`config.mk`:
```
export PLATFORM = sky130hd
export DESIGN_NAME = cmdrate_pace
export DESIGN_NICKNAME = d
export VERILOG_FILES = /design/src/rtl/cmdrate_pkg.sv /design/src/rtl/cmdrate_chan_decode.sv /design/src/rtl/cmdrate_cfg_reg.sv /design/src/rtl/cmdrate_slot_gate.sv /design/src/rtl/cmdrate_pace.sv
export SDC_FILE = /design/constraint.sdc
export NUM_CORES = 1
export LEC_CHECK = 0
export ABC_AREA = 0
export BUFFER_PORTS_ARGS = -buffer_cell sky130_fd_sc_hd__buf_2
export CORE_AREA = 5 5 42 44
export DETAILED_ROUTE_END_ITERATION = 10
export DIE_AREA = 0 0 47 49
export PLACE_DENSITY = 0.4
export SETUP_SLACK_MARGIN = 0.5
export SLEW_MARGIN = 10
export SYNTH_ARGS = -nofsm -noshare
export SYNTH_HDL_FRONTEND = slang
export SYNTH_SLANG_ARGS = --single-unit
```
`constraint.sdc`:
```
create_clock -name clk -period 0.83 [get_ports clk]
set_input_delay 0.166 -clock clk [delete_from_list [all_inputs] [get_ports clk]]
set_output_delay 0.166 -clock clk [all_outputs]
set_load 0.02 [all_outputs]
```
`src/rtl/cmdrate_pkg.sv`:
```
package cmdrate_pkg;

    typedef enum logic {
        CMD_1N = 1'b0,
        CMD_2N = 1'b1
    } cmd_rate_e;

    typedef struct packed {
        logic populated;
        logic dual;
        logic bad;
    } chan_need_t;

    function automatic chan_need_t classify(input logic far_slot, input int unsigned cnt);
        chan_need_t n;
        n.populated = (cnt != 0);
        n.dual      = (cnt >= 2);
        n.bad       = (cnt != 0) && !far_slot;
        return n;
    endfunction

endpackage

```
`src/rtl/cmdrate_chan_decode.sv`:
```
module cmdrate_chan_decode
    import cmdrate_pkg::*;
#(
    parameter int SLOTS = 2
) (
    input  logic [SLOTS-1:0] present,
    output chan_need_t       need
);
    localparam int CW = $clog2(SLOTS + 1);

    logic [CW-1:0] cnt;

    always_comb begin
        cnt = '0;
        for (int s = 0; s < SLOTS; s++) begin
            cnt = cnt + CW'(present[s]);
        end
    end

    assign need = classify(present[0], 32'(cnt));

endmodule

```
`src/rtl/cmdrate_cfg_reg.sv`:
```
module cmdrate_cfg_reg
    import cmdrate_pkg::*;
#(
    parameter int NUM_CH = 2
) (
    input  logic                     clk,
    input  logic                     rst,
    input  logic                     load,
    input  chan_need_t [NUM_CH-1:0]  needs,
    output cmd_rate_e                rate,
    output logic                     err,
    output logic [NUM_CH-1:0]        fast_exit
);
    logic any_dual, any_bad, any_pop;

    always_comb begin
        any_dual = 1'b0;
        any_bad  = 1'b0;
        any_pop  = 1'b0;
        for (int c = 0; c < NUM_CH; c++) begin
            any_dual = any_dual | needs[c].dual;
            any_bad  = any_bad  | needs[c].bad;
            any_pop  = any_pop  | needs[c].populated;
        end
    end

    always_ff @(posedge clk) begin
        if (rst) begin
            rate <= CMD_1N;
            err  <= 1'b1;
        end else if (load) begin
            rate <= any_dual ? CMD_2N : CMD_1N;
            err  <= any_bad | ~any_pop;
        end
    end

    for (genvar c = 0; c < NUM_CH; c++) begin : g_exit
        always_ff @(posedge clk) begin
            if (rst) begin
                fast_exit[c] <= 1'b0;
            end else if (load) begin
                fast_exit[c] <= needs[c].dual;
            end
        end
    end

    // latched configuration holds without a strobe
    a_r9_hold_cfg: assert property (@(posedge clk) disable iff (rst)
        !$past(load) |-> ($stable(rate) && $stable(err) && $stable(fast_exit)));

    // an empty population always latches an error
    a_r7_empty_err: assert property (@(posedge clk) disable iff (rst)
        (load && !any_pop) |=> err);

    // leaving reset leaves the error set
    a_r1_reset_err: assert property (@(posedge clk) disable iff (rst)
        $past(rst) |-> err);

endmodule

```
`src/rtl/cmdrate_slot_gate.sv`:
```
module cmdrate_slot_gate
    import cmdrate_pkg::*;
#(
    parameter int NUM_CH = 2
) (
    input  logic              clk,
    input  logic              rst,
    input  logic              load,
    input  cmd_rate_e         rate,
    input  logic              err,
    input  logic [NUM_CH-1:0] req,
    output logic [NUM_CH-1:0] ready,
    output logic [NUM_CH-1:0] grant
);
    logic phase_q;
    logic slot_open;

    always_ff @(posedge clk) begin
        if (rst || load) begin
            phase_q <= 1'b0;
        end else begin
            phase_q <= ~phase_q;
        end
    end

    assign slot_open = ~err & ((rate == CMD_1N) | ~phase_q);

    for (genvar c = 0; c < NUM_CH; c++) begin : g_ch
        assign ready[c] = slot_open;
        assign grant[c] = req[c] & slot_open;
    end

    // an error blocks every grant
    a_r8_err_blocks: assert property (@(posedge clk) disable iff (rst)
        err |-> (grant == '0 && ready == '0));

    // no grant without a request
    a_r10_req_needed: assert property (@(posedge clk) disable iff (rst)
        (grant & ~req) == '0);

    // in 2N an open slot is followed by a closed one
    a_r4_alternate: assert property (@(posedge clk) disable iff (rst)
        (rate == CMD_2N && !err && ready[0] && !load) |=> !ready[0]);

    // a stalled request waits exactly one clock
    a_r5_stall_one: assert property (@(posedge clk) disable iff (rst)
        (rate == CMD_2N && !err && !ready[0] && !load) |=> ready[0]);

    // 1N opens every cycle
    a_r3_every_clock: assert property (@(posedge clk) disable iff (rst)
        (rate == CMD_1N && !err) |-> (&ready));

endmodule

```
`src/rtl/cmdrate_pace.sv`:
```
module cmdrate_pace
    import cmdrate_pkg::*;
#(
    parameter int NUM_CH = 2,
    parameter int SLOTS  = 2
) (
    input  logic                      clk,
    input  logic                      rst,
    input  logic                      cfg_load,
    input  logic [NUM_CH*SLOTS-1:0]   slot_present,
    input  logic [NUM_CH-1:0]         cmd_req,
    output logic [NUM_CH-1:0]         cmd_ready,
    output logic [NUM_CH-1:0]         cmd_grant,
    output logic                      rate_2n,
    output logic [NUM_CH-1:0]         pd_fast_exit,
    output logic                      cfg_err
);
    chan_need_t [NUM_CH-1:0] needs;
    cmd_rate_e               rate;
    logic                    err;

    for (genvar c = 0; c < NUM_CH; c++) begin : g_dec
        cmdrate_chan_decode #(.SLOTS(SLOTS)) u_dec (
            .present (slot_present[c*SLOTS +: SLOTS]),
            .need    (needs[c])
        );
    end

    cmdrate_cfg_reg #(.NUM_CH(NUM_CH)) u_cfg (
        .clk       (clk),
        .rst       (rst),
        .load      (cfg_load),
        .needs     (needs),
        .rate      (rate),
        .err       (err),
        .fast_exit (pd_fast_exit)
    );

    cmdrate_slot_gate #(.NUM_CH(NUM_CH)) u_gate (
        .clk   (clk),
        .rst   (rst),
        .load  (cfg_load),
        .rate  (rate),
        .err   (err),
        .req   (cmd_req),
        .ready (cmd_ready),
        .grant (cmd_grant)
    );

    assign rate_2n = (rate == CMD_2N);
    assign cfg_err = err;

endmodule

```
==> flow_summary_export.csv, run 1 <==
group,metric,value,unit
finish,final_area,473.0,µm²
cts,clk_latency,0.24,ns
finish,num_antenna_cells,0,
routing,dr.max_layer_used,"met3",
cts,tritoncts,"done",
power_and_ir_drop,ir_drop,0.5183,mV
routing,vias,263,
routing,dr_wl_met3,81,µm
logic_synthesis,synth_seq_area_share,43.01,%
worst_setup_path,crit_cells,3,
worst_setup_path,cp_top_family,"flip-flops",
routing,drtPass1Iterations,2,
logic_synthesis,ys_types,14,
flow_run,max_cap_violations,0,
worst_setup_path,worst_r2r_endpoint,"u_cfg.err",
finish,area.growth.synth_to_final,103.2,%
worst_setup_path,path_buf_inv,1,
worst_setup_path,path_max_fanout,4,
finish,stdcell_count,64,
routing,viasPerCell,4.109,
status,status,"complete, but fails checks",
finish,fin_nets,58,
cts,root_buffer,"clkbuf_4",
grt,grt_max_degree,10,
finish,layout_common_cells,"buf_2, buf_6, dfxtp_4",
cts,cts-htree-levels,1,
finish,drive_gt1_share,72.92,%
place,gp_congestion,0.6440,
place,portBuffers,16,
worst_setup_path,r2r_slack,-0.02,ns
logic_synthesis,yosys_warnings,0,
routing,wl_per_cell,10.27,µm
worst_setup_path,critPathSlowestCell,"dfxtp_2",
floorplanning,start_util,16.61,%
finish,multiInputGateArea,136.4,µm²
grt,antenna_found_initial,0,
grt,grt_overflow,0,
cts,cts.clk_slew.worst_paths,0.04,ns
timing,maxSlewHeadroom,84.96,%
min_path,hold_class,"input pin to flop",
grt,grt_pass1_wl,1014,µm
worst_setup_path,r2r_start,"u_cfg.err",
place,dp.cells,58,
routing,ant_nets,0,
routing,drt_iter0_markers,2,
routing,wirelength_met1,261,µm
worst_setup_path,worstPathRequired,0.66,ns
floorplanning,die_x,47,µm
floorplanning,io_pins,17,
worst_setup_path,cp-endpoint,"cmd_grant[1]",
timing,slew_violations,0,
floorplanning,fp.dieH,49,µm
routing,drc_errors,0,
power_and_ir_drop,powerDensity,1525,nW/µm²
floorplanning,dieArea,2303,µm²
timing,rsz0062_at_grt,"yes",
grt,grt_pass1_vias,254,
cts,ctsHoldBuffers,0,
cts,clock-sinks,5,
logic_synthesis,ys_ff_latch,5,
timing,worst_pin_slew,0.2257,ns
finish,layout.area.seq,116.4,µm²
timing,setup_violations,9,
timing,period_share,139.8,%
routing,dr_wl_met2,314,µm
logic_synthesis,syn_avg_cell_area,8.951,µm²
status,violations,"setup timing",
power_and_ir_drop,leakagePower,0.2076,nW
worst_setup_path,cp_slowest_stage_delay,0.33,ns
worst_setup_path,r2r_cells,2,
place,dpl_cell_area,360.3,µm²
finish,fillers,163,
timing,finClkSkew,0,ns
worst_setup_path,critPathKind,"flop to output port",
cts,cts_max_path_buffers,2,
worst_setup_path,crit_arrival,0.99,ns
logic_synthesis,synth_nets,35,
worst_setup_path,cp-startpoint,"u_gate.phase_q",
floorplanning,fp-row-count,14,
worst_setup_path,path_cells,"a21oi_4 > and2_4 > buf_6",
cts,cts_buffers,3,
timing,fin_crit,1.161,ns
floorplanning,coreArea,1401,µm²
logic_synthesis,netlist_area,232.7,µm²
timing,maxClockFrequency,861.6,MHz
routing,routed_wirelength,657,µm
logic_synthesis,synthCells,26,
grt,grt.total_usage,6.254,%
timing,hold_violations,0,
worst_setup_path,cp-start-kind,"flop",
timing,setup_ws,-0.3307,ns
worst_setup_path,setup.worst_path.end_class,"output port",
[worst register-to-register path, stage by stage, from the launching register on]
cell and delay [ns]:
dfxtp_4 0.35, buf_6 0.12, o32a_1 0.27
[timing repair]
item	in CTS	in global routing
pin swaps	2	1
setup buffers	1	1
cloned	0	0
gates resized for setup	17	4
endpoints found under the setup margin	13	13
[cell usage after synthesis]
cell | number | share of area, %
dfxtp_1 | 5 | 43
a21oi_1 | 4 | 8.6
nand2b_1 | 3 | 8.1
and2_1 | 2 | 5.4
buf_4 | 2 | 6.4
nand3_1 | 2 | 4.3
a211oi_1 | 1 | 3.2
a22oi_1 | 1 | 3.2
buf_6 | 1 | 4.8
inv_1 | 1 | 1.6
nand3b_1 | 1 | 3.2
nor2_1 | 1 | 1.6
nor3_1 | 1 | 2.1
o32a_1 | 1 | 4.3
[registers in the layout, indices dropped and copies added (netlist names)]
name	count
u_gate.phase_q	1
u_cfg.rate	1
u_cfg.fast_exit	2
u_cfg.err	1
[final cells by class]
type                    count  share of cell area [%]
repair buffers             21                   35.98
multi-input cells          17                   28.84
flip-flops and latches      5                   24.60
clock buffers               4                   5.556
well taps                  16                   4.233
inverters                   1                  0.7937
[per-stage QoR]
step | power, mW | worst slack [ns] | utilization (%) | hold WS (ns) | TNS (ns)
floorplan | 0.3432 | -0.04528 | - | 0.2254 | -0.1157
global placement | 0.3955 | -0.1161 | 25.71 | 0.4095 | -0.2720
detailed placement | 0.3947 | -0.1290 | 25.71 | 0.4067 | -0.3128
CTS | 0.7212 | -0.3456 | 32.05 | 0.1484 | -1.670
global route | 0.7627 | -0.3842 | 33.75 | 0.1787 | -1.875
finish | 0.7211 | -0.3307 | 33.75 | 0.1653 | -1.564
[logic make-up after synthesis]
family,Yosys count,synth area share (%)
AND/OR/NAND/NOR,10,24.73
buffers and inverters,4,12.90
AO/OA/AOI/OAI,7,19.36
flip-flops,5,43.01
[routing by layer]
metal | up-vias | global-route usage (%)
met1 | 118 | 7.205
li1 | 132 | -
met2 | 13 | 8.597
met4 | 0 | 5.530
met3 | 0 | 2.214
met5 | - | 0
[how the worst min path moves through the flow]
stage,startpoint,endpoint,slack [ns],cells after the start
2_1_floorplan,rst,u_cfg.fast_exit[0],0.23,1
3_3_place_gp,rst,u_cfg.fast_exit[1],0.41,2
3_5_place_dp,rst,u_cfg.fast_exit[1],0.41,2
4_1_cts,rst,u_gate.phase_q,0.15,2
5_1_grt,rst,u_gate.phase_q,0.18,2
6_report,rst,u_cfg.fast_exit[1],0.17,2
[power by group]
part / leakage, nW / switching [mW] / internal, mW
Sequential: 0.0436 / 0.0133 / 0.250
Clock: 0.0150 / 0.0999 / 0.182
Combinational: 0.149 / 0.0803 / 0.0962
(Power assumes the default switching activity.)
==> run 2: changes to the inputs <==
Settings changed: GPL_TIMING_DRIVEN set to 0.
==> flow_summary_export.csv, run 2 (same netlist as run 1, synthesis figures left out) <==
group,metric,value,unit
status,status,"complete, but fails checks",
status,violations,"setup timing",
finish,layout_common_cells,"buf_6, buf_2, buf_4",
place,gp_congestion,0.6990,
routing,wl_per_cell,10.55,µm
flow_run,max_cap_violations,0,
cts,ctsHoldBuffers,0,
grt,grt_pass1_vias,271,
min_path,hold_class,"input pin to flop",
finish,area.growth.synth_to_final,112.9,%
grt,grt_pass1_wl,993,µm
worst_setup_path,setup.worst_path.end_class,"output port",
routing,drt_iter0_markers,3,
grt,grt_overflow,0,
floorplanning,coreArea,1401,µm²
power_and_ir_drop,ir_drop,0.5287,mV
place,portBuffers,15,
worst_setup_path,path_max_fanout,4,
worst_setup_path,path_cells,"a21oi_4 > and2_4 > buf_6",
routing,drtPass1Iterations,4,
grt,grt.total_usage,5.990,%
timing,timing.setup.tns,-1.721,ns
cts,cts_buffers,3,
timing,slew_violations,0,
finish,largest_reg_flops,2,
timing,hold_violations,0,
worst_setup_path,cp_slowest_stage_delay,0.33,ns
cts,clock-sinks,5,
timing,fin_crit,1.173,ns
floorplanning,io_pins,17,
floorplanning,start_util,16.61,%
cts,cts.clk_slew.worst_paths,0.04,ns
routing,routed_wirelength,686,µm
floorplanning,dieArea,2303,µm²
timing,rsz0062_at_grt,"yes",
floorplanning,fp.dieH,49,µm
timing,setup_violations,8,
cts,root_buffer,"clkbuf_4",
floorplanning,fp-row-count,14,
power_and_ir_drop,leakagePower,0.2190,nW
worst_setup_path,crit_arrival,1.01,ns
grt,antenna_found_initial,0,
timing,setup_ws,-0.3433,ns
routing,viasPerCell,4.308,
cts,tritoncts,"done",
timing,period_share,141.4,%
timing,maxSlewHeadroom,84.82,%
grt,grt_max_degree,10,
worst_setup_path,critPathSlowestCell,"dfxtp_2",
finish,final_common_cell,"buf_6",
floorplanning,die_x,47,µm
timing,finClkSkew,0,ns
timing,maxClockFrequency,852.3,MHz
finish,fin_nets,59,
worst_setup_path,worstPathRequired,0.66,ns
worst_setup_path,cp-start-kind,"flop",
worst_setup_path,critPathKind,"flop to output port",
finish,num_antenna_cells,0,
power_and_ir_drop,powerDensity,1476,nW/µm²
finish,drive_gt1_share,77.55,%
cts,cts-htree-levels,1,
routing,vias,280,
routing,ant_nets,0,
timing,worst_pin_slew,0.2277,ns
routing,drc_errors,0,
place,pre_cts_ws,-0.1524,ns
cts,clk_latency,0.24,ns
cts,cts_max_path_buffers,2,
finish,regMostFlops,"u_cfg.fast_exit",
==> run 2: cell types whose count changed in the layout (fill, tap and decap cells not counted), sizes merged <==
cell,change
buf,+1
==> run 2: what timing repair did <==
action / in CTS / in global routing
setup buffers: 1 / 3
endpoints found under the hold margin: 0 / 0
gates resized for setup: 15 / 8
pin swaps: 2 / 1
setup endpoints to repair: 13 / 13
==> run 2: metrics by stage <==
stage | hold slack (ns) | power (mW) | cells | utilization (%) | instance area [µm²]
floorplan | 0.2254 | 0.3432 | 26 | - | 264.0
global placement | 0.3736 | 0.3916 | 57 | 25.62 | 359.1
detailed placement | 0.3737 | 0.3947 | 57 | 25.62 | 359.1
CTS | 0.1010 | 0.7100 | 62 | 31.25 | 437.9
global route | 0.1323 | 0.7646 | 65 | 35.36 | 495.5
finish | 0.1271 | 0.7315 | 65 | 35.36 | 495.5
==> run 2: cell type report <==
type                    instances  area [µm²]
well taps                      16       20.02
inverters                       1       3.754
multi-input cells              17       147.6
repair buffers                 19       155.1
clock buffers                   4       26.28
plain buffers                   3       26.28
fillers                       157       905.9
flip-flops and latches          5       116.4
==> run 2: final timing paths <==
path | startpoint | end | slack, ns | cells after the start
max | u_gate.phase_q | cmd_grant[0] | -0.34 | 3
min | cfg_load | u_gate.phase_q | 0.13 | 2
max reg2reg | u_cfg.rate | u_cfg.rate | 0.01 | 4
min reg2reg | u_cfg.fast_exit[1] | u_cfg.fast_exit[1] | 0.49 | 2
==> run 2: critical path, delay by kind of cell, from the launching register on <==
kind | cells | cell delay, ns
compound gates | 1 | 0.17
buf+inv | 1 | 0.11
flops | 1 | 0.33
simple gates | 1 | 0.16
==> run 2: per-layer routing <==
| metal | routed length (µm) | vias up | track usage [%] |
|---|---|---|---|
| li1 | - | 136 | - |
| met1 | 243 | 125 | 6.828 |
| met2 | 353 | 17 | 8.597 |
| met3 | 77 | 2 | 2.583 |
| met4 | 12 | 0 | 4.147 |
| met5 | 0 | - | 0 |
==> run 2: report_power, final <==
| part | switching (mW) | total, mW | internal [mW] |
|---|---|---|---|
| Clock | 0.0977 | 0.279 | 0.182 |
| Sequential | 0.0147 | 0.265 | 0.250 |
| Combinational | 0.0819 | 0.188 | 0.106 |
| Total | 0.194 | 0.731 | 0.537 |
==> run 3: changes to the inputs <==
Settings changed: GPL_TIMING_DRIVEN 0 to 1, MAX_ROUTING_LAYER set to met4, PLACE_DENSITY 0.4 to 0.42, SYNTH_HIERARCHICAL set to 1.
==> flow_summary_export.csv, run 3 <==
group,metric,value,unit
cts,clock-sinks,5,
power_and_ir_drop,powerDensity,1395,nW/µm²
logic_synthesis,netlist_area,257.7,µm²
status,status,"complete, but fails checks",
timing,slew_violations,0,
cts,cts_max_path_buffers,2,
logic_synthesis,synth_top_area_share,38.83,%
timing,fin_crit,1.168,ns
logic_synthesis,yosys_warnings,6,
worst_setup_path,path_max_fanout,4,
finish,largest_reg_flops,2,
logic_synthesis,synth_top_area_cell,"dfxtp_1",
floorplanning,fp.dieH,49,µm
worst_setup_path,cp-start-kind,"flop",
worst_setup_path,r2r_slack,-0.05,ns
routing,wl_per_cell,9.900,µm
cts,cts-htree-levels,1,
routing,vias,284,
floorplanning,die_x,47,µm
power_and_ir_drop,leakagePower,0.2531,nW
finish,regMostFlops,"u_cfg/fast_exit",
timing,maxSlewHeadroom,89.42,%
floorplanning,fp-row-count,14,
routing,drtPass1Iterations,1,
cts,ctsHoldBuffers,0,
place,portBuffers,16,
timing,timing.setup.tns,-1.832,ns
timing,rsz0062_at_grt,"yes",
logic_synthesis,synth_nets,37,
floorplanning,dieArea,2303,µm²
grt,grt.total_usage,6.807,%
power_and_ir_drop,ir_drop,0.5697,mV
worst_setup_path,setup.worst_path.end_class,"output port",
logic_synthesis,synth_seq_area_share,38.83,%
grt,grt_max_degree,7,
timing,worst_pin_slew,0.1578,ns
finish,final_common_cell,"buf_6",
timing,period_share,140.7,%
timing,hold_violations,0,
grt,grt_pass1_wl,1083,µm
timing,setup_violations,9,
routing,drt_iter0_markers,0,
floorplanning,coreArea,1401,µm²
logic_synthesis,ys_types,14,
floorplanning,start_util,18.39,%
routing,drc_errors,0,
cts,clk_latency,0.24,ns
finish,drive_gt1_share,77.78,%
place,gp_congestion,0.6328,
grt,grt_overflow,0,
logic_synthesis,syn_avg_cell_area,9.205,µm²
cts,root_buffer,"clkbuf_4",
routing,viasPerCell,4.057,
grt,grt_pass1_vias,258,
timing,finClkSkew,0,ns
finish,fin_nets,64,
routing,routed_wirelength,693,µm
place,hpwl,521.6,µm
finish,layout_common_cells,"buf_6, buf_2, buf_4",
logic_synthesis,synthCells,28,
cts,tritoncts,"done",
logic_synthesis,synth_async_sr_flop_share,0,%
cts,cts.clk_slew.worst_paths,0.04,ns
floorplanning,io_pins,17,
status,violations,"setup timing",
logic_synthesis,ys_ff_latch,5,
finish,area.growth.synth_to_final,111.7,%
finish,num_antenna_cells,0,
timing,maxClockFrequency,856.0,MHz
logic_synthesis,synth_edf_count,0,
routing,ant_nets,0,
logic_synthesis,synth.top_cells.by_area,"dfxtp_1, mux2i_1, nor2_1",
logic_synthesis,synth_common_cells,"dfxtp_1, nor2_1",
worst_setup_path,crit_arrival,1.00,ns
grt,antenna_found_initial,0,
worst_setup_path,worstPathRequired,0.66,ns
timing,setup_ws,-0.3382,ns
cts,cts_buffers,3,
min_path,hold_class,"input pin to flop",
flow_run,max_cap_violations,0,
worst_setup_path,critPathKind,"flop to output port",
logic_synthesis,ys.flop_type,"dfxtp_1",
place,pre_cts_ws,-0.3967,ns
==> run 3: cell count changes after synthesis, moves of 2 or more <==
cell / before / now
nand3_1: 2 / 0
mux2i_1: 0 / 2
nand2b_1: 3 / 0
nor2_1: 1 / 5
a21oi_1: 4 / 0
and2_2: 0 / 2
or2_1: 0 / 2
and2b_2: 0 / 2
==> run 3: logic make-up (layout without fill, tap and decap cells) <==
group | Yosys count | in the layout | synth area share [%]
buffers and inverters | 3 | 29 | 7.763
and+or+nand+nor | 15 | 15 | 35.43
AOI/OAI and AO/OA | 3 | 3 | 10.20
muxes | 2 | 2 | 7.767
DFF | 5 | 5 | 38.84
==> run 3: layout make-up <==
cell class                      count  area [µm²]
Fill cell                         145       855.8
Timing Repair Buffer               25       215.2
Multi-Input combinational cell     20       167.7
Sequential cell                     5       116.4
Clock buffer                        4       26.28
Tap cell                           16       20.02
==> run 3: timing repair <==
action,CTS,global route
buffers inserted,2,1
setup endpoints to repair,13,13
pin swaps,2,2
gates resized for setup,22,4
hold endpoints to repair,0,0
==> run 3: path summary, 6_finish.rpt <==
kind	to	start	cells after the start
worst max-delay path	cmd_grant[0]	u_gate/phase_q	3
worst min-delay path	u_gate/phase_q	rst	3
worst max register to register	u_cfg/err	u_cfg/err	2
worst min register to register	u_cfg/fast_exit[1]	u_cfg/fast_exit[1]	2
==> run 3: report_power, final <==
| part | total (mW) | switching (mW) | internal (mW) | leakage [nW] |
|---|---|---|---|---|
| sequential | 0.264 | 0.0130 | 0.251 | 0.0437 |
| clock | 0.283 | 0.101 | 0.182 | 0.0150 |
| combinational | 0.214 | 0.0871 | 0.127 | 0.194 |
| total | 0.761 | 0.202 | 0.560 | 0.253 |
==> run 3: through the flow <==
stage	power, mW	hold WS, ns	area, µm²	cells	utilization (%)
after floorplan	0.3471	0.2287	275.3	28	-
after global placement	0.4117	0.4746	400.4	63	28.57
after detailed placement	0.4126	0.4741	400.4	63	28.57
after CTS	0.7675	0.2085	523.0	69	37.32
after global routing	0.8125	0.2371	545.5	70	38.93
final	0.7610	0.2304	545.5	70	38.93
==> run 3: critical path, cell delays in order, from the launching register on <==
cell	delay, ns
dfxtp_2	0.33
a21oi_4	0.16
and2_2	0.16
buf_6	0.11
==> run 3: metal layers <==
| layer | global-route usage (%) | wire length, µm |
|---|---|---|
| met1 | 8.204 | 295 |
| met2 | 8.824 | 316 |
| met3 | 5.535 | 75 |
| met4 | 1.382 | 4 |
| met5 | - | 0 |
